## config.mk

```make
export PLATFORM = sky130hd
export DESIGN_NAME = frag_retire_buf
export DESIGN_NICKNAME = d
export VERILOG_FILES = /design/src/rtl/frb_pkg.sv /design/src/rtl/frb_ptr.sv /design/src/rtl/frb_store.sv /design/src/rtl/frag_retire_buf.sv
export SDC_FILE = /design/constraint.sdc
export NUM_CORES = 2
export LEC_CHECK = 0
export BUFFER_PORTS_ARGS = -buffer_cell sky130_fd_sc_hd__buf_4
export CAP_MARGIN = 20
export CORE_AREA = 2 2 655 527
export DETAILED_ROUTE_END_ITERATION = 6
export DIE_AREA = 0 0 657 529
export HOLD_SLACK_MARGIN = 0.1
export PLACE_DENSITY_LB_ADDON = 0.3
export REMOVE_ABC_BUFFERS = 1
export SLEW_MARGIN = 0
export SYNTH_ARGS = -nofsm -noshare
export SYNTH_HDL_FRONTEND = slang
export SYNTH_SLANG_ARGS = --single-unit
export TNS_END_PERCENT = 50
```

## constraint.sdc

```tcl
create_clock -name clk -period 15.9 [get_ports clk]
set_clock_uncertainty 0.1 [all_clocks]
set_input_delay 3.18 -clock clk [delete_from_list [all_inputs] [get_ports clk]]
set_output_delay 3.18 -clock clk [all_outputs]
set_load 0.05 [all_outputs]
```

## src/rtl/frb_pkg.sv

```systemverilog
package frb_pkg;
  typedef enum logic [1:0] {
    UPD_NONE = 2'd0,
    UPD_OK   = 2'd1,
    UPD_BAD  = 2'd2
  } upd_verdict_e;
endpackage

```

## src/rtl/frb_ptr.sv

```systemverilog
module frb_ptr #(
  parameter int DEPTH = 32,
  localparam int IDX_W = $clog2(DEPTH),
  localparam int CW = $clog2(DEPTH + 1)
) (
  input  logic             clk,
  input  logic             rst_n,
  input  logic             push,
  input  logic             pop,
  output logic [IDX_W-1:0] head,
  output logic [IDX_W-1:0] tail,
  output logic [CW-1:0]    count,
  output logic             full
);
  function automatic logic [IDX_W-1:0] step(input logic [IDX_W-1:0] p);
    return (p == IDX_W'(DEPTH - 1)) ? '0 : p + 1'b1;
  endfunction

  always_ff @(posedge clk) begin
    if (!rst_n) begin
      head  <= '0;
      tail  <= '0;
      count <= '0;
    end else begin
      if (push) tail <= step(tail);
      if (pop)  head <= step(head);
      case ({push, pop})
        2'b10:   count <= count + 1'b1;
        2'b01:   count <= count - 1'b1;
        default: count <= count;
      endcase
    end
  end

  assign full = (count == CW'(DEPTH));
endmodule

```

## src/rtl/frb_store.sv

```systemverilog
module frb_store
  import frb_pkg::*;
#(
  parameter int DEPTH = 32,
  parameter int XW = 12,
  parameter int YW = 12,
  parameter int IW = 24,
  parameter int DW = 32,
  localparam int IDX_W = $clog2(DEPTH)
) (
  input  logic             clk,
  input  logic             rst_n,
  input  logic             wr_en,
  input  logic [IDX_W-1:0] wr_idx,
  input  logic [XW-1:0]    wr_x,
  input  logic [YW-1:0]    wr_y,
  input  logic [IW-1:0]    wr_info,
  input  logic             upd_valid,
  input  logic [IDX_W-1:0] upd_idx,
  input  logic [DW-1:0]    upd_data,
  output upd_verdict_e     verdict,
  input  logic             free_en,
  input  logic [IDX_W-1:0] rd_idx,
  output logic             rd_occ,
  output logic             rd_done,
  output logic [XW-1:0]    rd_x,
  output logic [YW-1:0]    rd_y,
  output logic [IW-1:0]    rd_info,
  output logic [DW-1:0]    rd_data
);
  logic            occ_w  [DEPTH];
  logic            done_w [DEPTH];
  logic [XW-1:0]   x_w    [DEPTH];
  logic [YW-1:0]   y_w    [DEPTH];
  logic [IW-1:0]   info_w [DEPTH];
  logic [DW-1:0]   data_w [DEPTH];
  logic            upd_ok;

  always_comb begin
    verdict = UPD_NONE;
    if (upd_valid) begin
      if (32'(upd_idx) < DEPTH && occ_w[upd_idx] && !done_w[upd_idx])
        verdict = UPD_OK;
      else
        verdict = UPD_BAD;
    end
  end

  assign upd_ok = (verdict == UPD_OK);

  for (genvar g = 0; g < DEPTH; g++) begin : g_slot
    logic          occ_q, done_q;
    logic [XW-1:0] x_q;
    logic [YW-1:0] y_q;
    logic [IW-1:0] info_q;
    logic [DW-1:0] data_q;
    logic          hit_wr, hit_free, hit_upd;

    assign hit_wr   = wr_en && (wr_idx == IDX_W'(g));
    assign hit_free = free_en && (rd_idx == IDX_W'(g));
    assign hit_upd  = upd_ok && (upd_idx == IDX_W'(g));

    always_ff @(posedge clk) begin
      if (!rst_n) begin
        occ_q  <= 1'b0;
        done_q <= 1'b0;
      end else if (hit_wr) begin
        occ_q  <= 1'b1;
        done_q <= 1'b0;
      end else if (hit_free) begin
        occ_q  <= 1'b0;
        done_q <= 1'b0;
      end else if (hit_upd) begin
        done_q <= 1'b1;
      end
    end

    always_ff @(posedge clk) begin
      if (hit_wr) begin
        x_q    <= wr_x;
        y_q    <= wr_y;
        info_q <= wr_info;
      end
      if (hit_upd) data_q <= upd_data;
    end

    assign occ_w[g]  = occ_q;
    assign done_w[g] = done_q;
    assign x_w[g]    = x_q;
    assign y_w[g]    = y_q;
    assign info_w[g] = info_q;
    assign data_w[g] = data_q;
  end

  assign rd_occ  = occ_w[rd_idx];
  assign rd_done = done_w[rd_idx];
  assign rd_x    = x_w[rd_idx];
  assign rd_y    = y_w[rd_idx];
  assign rd_info = info_w[rd_idx];
  assign rd_data = data_w[rd_idx];
endmodule

```

## src/rtl/frag_retire_buf.sv

```systemverilog
module frag_retire_buf
  import frb_pkg::*;
#(
  parameter int DEPTH = 32,
  parameter int XW = 12,
  parameter int YW = 12,
  parameter int IW = 24,
  parameter int DW = 32,
  localparam int IDX_W = $clog2(DEPTH),
  localparam int CW = $clog2(DEPTH + 1)
) (
  input  logic             clk,
  input  logic             rst_n,
  input  logic             alloc_valid,
  output logic             alloc_ready,
  input  logic [XW-1:0]    alloc_x,
  input  logic [YW-1:0]    alloc_y,
  input  logic [IW-1:0]    alloc_info,
  output logic [IDX_W-1:0] alloc_tag,
  input  logic             upd_valid,
  input  logic [IDX_W-1:0] upd_tag,
  input  logic [DW-1:0]    upd_data,
  output logic             upd_err,
  output logic             out_valid,
  input  logic             out_ready,
  output logic [XW-1:0]    out_x,
  output logic [YW-1:0]    out_y,
  output logic [IW-1:0]    out_info,
  output logic [DW-1:0]    out_data
);
  logic [IDX_W-1:0] head_idx, tail_idx;
  logic [CW-1:0]    occ_cnt;
  logic             is_full, take, retire, head_occ, head_done;
  upd_verdict_e     verdict;

  assign alloc_ready = !is_full;
  assign take        = alloc_valid && alloc_ready;
  assign out_valid   = head_occ && head_done;
  assign retire      = out_valid && out_ready;
  assign alloc_tag   = tail_idx;

  frb_ptr #(.DEPTH(DEPTH)) i_ptr (
    .clk   (clk),
    .rst_n (rst_n),
    .push  (take),
    .pop   (retire),
    .head  (head_idx),
    .tail  (tail_idx),
    .count (occ_cnt),
    .full  (is_full)
  );

  frb_store #(.DEPTH(DEPTH), .XW(XW), .YW(YW), .IW(IW), .DW(DW)) i_store (
    .clk       (clk),
    .rst_n     (rst_n),
    .wr_en     (take),
    .wr_idx    (tail_idx),
    .wr_x      (alloc_x),
    .wr_y      (alloc_y),
    .wr_info   (alloc_info),
    .upd_valid (upd_valid),
    .upd_idx   (upd_tag),
    .upd_data  (upd_data),
    .verdict   (verdict),
    .free_en   (retire),
    .rd_idx    (head_idx),
    .rd_occ    (head_occ),
    .rd_done   (head_done),
    .rd_x      (out_x),
    .rd_y      (out_y),
    .rd_info   (out_info),
    .rd_data   (out_data)
  );

  always_ff @(posedge clk) begin
    if (!rst_n) upd_err <= 1'b0;
    else        upd_err <= (verdict == UPD_BAD);
  end
endmodule

```

==> run_results.csv <==
group,metric,value,unit
yosys,synth_edf_count,2560,
floorplan,core_area,341000,um^2
sta,layout_min_cycle_time,8.95,ns
setup_path,crit_chain,"buf_4 > buf_12 > buf_4 > mux4_2 > mux4_2 > nand2_1 > nand2_1 > buf_4",
sta,relSlewSlack,23.3,%
setup_path,cpLargestDelayFamily,"buffers and inverters",
sta,fmax,112,MHz
yosys,yosysTopAreaCellShare,75.4,%
global_route,grt_max_degree,101,
yosys,avgSynthCellArea,23.3,um^2
place,dp_hpwl,139000,um
place,io_buffers,177,
pwr,leakagePower,36.1,nW
clock_network,path_clk_slew,0.06,ns
sta,drv_slew,0,
sta,tightest_slew,1.14,ns
yosys,synth_seq_cells,2641,
yosys,netlist-cell-type-count,61,
layout,fin_util,34.8,%
layout,syn_to_final_growth,16.3,%
drt,routedWlPerCell,28.9,um
drt,dr_total_vias,47921,
place,dpl_worst_slack,7.54,ns
setup_path,critPathCaptureType,"output pin",
pwr,peakVddDrop,0.0775,mV
yosys,synth-main-ff-cell,"edfxtp_1",
drt,wl,275000,um
floorplan,die-area,348000,um^2
outcome,outcome,"finished clean",
yosys,synthTopCellsByArea,"edfxtp_1 (75%), mux4_2 (18%), dfxtp_1 (1.6%), nand2_1 (1.2%), clkbuf_1 (0.46%)",
global_route,grt_util_all_layers,15.5,%
run,max-cap-violations,0,
setup_path,cp_max_fo,79,
place,placed_cells,9003,
clock_network,clock-sinks,2641,
clock_network,clk_latency,0.88,ns
clock_network,htree_levels,5,
clock_network,post_cts_buffers,0,
setup_path,crit_required,12.62,ns
global_route,overflow,0,
global_route,antenna_found_initial,28,
clock_network,cts_resized,0,
setup_path,start_kind,"flip-flop",
yosys,postSynthCellCount,4384,
worst_hold_path,hold_class,"reg2reg",
clock_network,cts_tree,"yes",
clock_network,clockRootBuffer,"clkbuf_16",
setup_path,critPathKind,"reg2out",
floorplan,dieWidth,657,um
layout,instances_no_fill,9527,
sta,finalWorstSetupSlack,6.95,ns
layout,final_layout_size_suffix_gt1_share,32.4,%
sta,whs,0.378,ns
drt,drt-initial-drc-count,5342,
sta,setup_viol,0,
yosys,yosysWarnings,0,
yosys,synth_seq_area_share,77.0,%
floorplan,rows,192,
layout,nNetsFinal,4846,
pwr,power.total,14.5,mW
clock_network,ctsHoldBuffers,0,
setup_path,worst-path-buf-inv,4,
setup_path,timing.critical_path.mode_cell,"buf_4",
yosys,synth_area,102000,um^2
setup_path,worst_ep_arrival_time,5.67,ns
sta,post-route-period-util,56.3,%
floorplan,die_height,529,um
setup_path,slowest_delay,0.85,ns
layout,multiInputGateArea,22500,um^2
yosys,async_flop_share,0,%
yosys,synth_top_area_cell,"edfxtp_1",
sta,rsz0062_at_grt,"no",
sta,hold_viol,0,
place,gp_congestion,0.751,
global_route,grt_pass1_vias,49106,
drt,final_antenna_net_count,0,
pwr,power.density,122,nW/um^2
floorplan,start_util,29.9,%
layout,regArea,78500,um^2
drt,dr.pass1.iters,7,
layout,filler_cell_count,31390,
setup_path,critPathSlowestCell,"dfxtp_4",
drt,drc,0,
drt,vias_per_cell,5.03,
clock_network,clock_path_buffers,4,
global_route,grt_pass1_wl,385000,um
clock_network,numCtsBuffers,289,
floorplan,io_pins,178,
## layout by cell type (no fill, tap or decap), types with 5 or more instances in the layout
master      synthesis  layout
edfxtp_1         2560    2560
mux4_2            815     815
nand2_1           313     313
clkbuf_16           0     296
buf_4               2     295
dfxtp_1            81      77
clkbuf_1          126      61
clkinv_1            2      47
clkinv_2            0      43
a21oi_1            36      36
o21a_1             31      31
nor4_4              7      30
inv_4               0      26
bufinv_16           0      25
mux2i_1            24      24
o21ai_0            24      24
nand3_1            22      22
nor2_1             27      21
ha_1               17      17
inv_6               1      16
o211a_1            14      14
diode_2             0      12
inv_1              39      12
clkinvlp_4          0      11
nand2b_1           10      10
and3_1              9       9
nor2b_1             7       7
o2111a_1            7       7
nor2_4              0       6
mux4_1              6       6
a211oi_1            6       6
a311oi_1            6       6
buf_12              2       6
a31oi_1             5       5
clkbuf_8            0       5
## worst reg2reg max path, delay by kind of cell, from the launching register on
family | cells | cell delay [ns]
compound gates | 4 | 0.66
fa+ha+maj | 2 | 0.66
buf+inv | 3 | 1.89
flops | 1 | 0.51
mux | 5 | 1.78
simple gates | 1 | 0.14
## power breakdown
| group | leakage (nW) | switching [mW] | internal (mW) |
|---|---|---|---|
| clock | 4.45 | 2.69 | 3.85 |
| combinational | 7.96 | 0.205 | 0.0637 |
| sequential | 23.7 | 0.00708 | 7.65 |
| total | 36.1 | 2.90 | 11.6 |
## cell families (layout without fill, tap and decap cells)
logic type / after synthesis / after routing / share of synthesized area [%]
DFF: 2641 / 2641 / 77.0
muxes: 846 / 846 / 18.4
and+or+nand+nor: 441 / 441 / 2.10
buffers and inverters: 287 / 859 / 1.22
AOI/OAI and AO/OA: 147 / 147 / 1.04
adders and majority gates: 18 / 18 / 0.228
xor gates and xnor gates: 4 / 4 / 0.0344
other: 0 / 12 / 0
## final cells by class
type	count	share of cell area [%]
clock buffer	362	6.50
tap	4559	4.81
sequential	2641	66.2
clock inverter	147	1.21
inverter	44	0.209
multi-input combinational	1456	19.0
antenna	12	0.0253
timing repair buffer	306	2.07
## cells in the mapped netlist, types with 27 or more instances
master,count
dfxtp_1,81
buf_1,37
edfxtp_1,2560
inv_1,39
o21a_1,31
clkbuf_1,126
a21oi_1,36
nand2_1,313
buf_2,71
nor2_1,27
mux4_2,815
## worst paths after layout
kind | slack (ns) | cells after the start | end | start
hold / removal | 0.38 | 2 | i_ptr.count[5]$_SDFFE_PN0P_ | i_ptr.count[5]$_SDFFE_PN0P_
setup / recovery | 6.95 | 8 | out_data[21] | i_ptr.head[0]$_SDFFE_PN0P_
hold reg to reg | 0.38 | 2 | i_ptr.count[5]$_SDFFE_PN0P_ | i_ptr.count[5]$_SDFFE_PN0P_
setup reg to reg | 10.07 | 15 | i_ptr.count[5]$_SDFFE_PN0P_ | i_ptr.head[3]$_SDFFE_PN0P_
## state kept, by name, indices dropped and copies added (netlist names)
signal	count
i_store.g_slot.y_q	384
i_ptr.head	5
i_store.g_slot.data_q	1024
i_store.g_slot.x_q	384
i_store.g_slot.occ_q	32
i_ptr.count	6
i_store.g_slot.info_q	768
upd_err	1
i_ptr.tail	5
i_store.g_slot.done_q	32
## metrics by stage
step / cell area, um^2 / setup TNS, ns
2_1_floorplan: 101000 / -2713.05
3_3_place_gp: 109000 / 0
3_5_place_dp: 109000 / 0
4_1_cts: 118000 / 0
5_1_grt: 119000 / 0
6_report: 119000 / 0
## routing by layer
metal / part of all wire (%) / track usage, %
met5: 0.037 / 0
met4: 1.9 / 3.52
met2: 48 / 25.0
met3: 6.3 / 2.64
met1: 44 / 22.1
No activity file was read; power rests on OpenSTA's default activity.
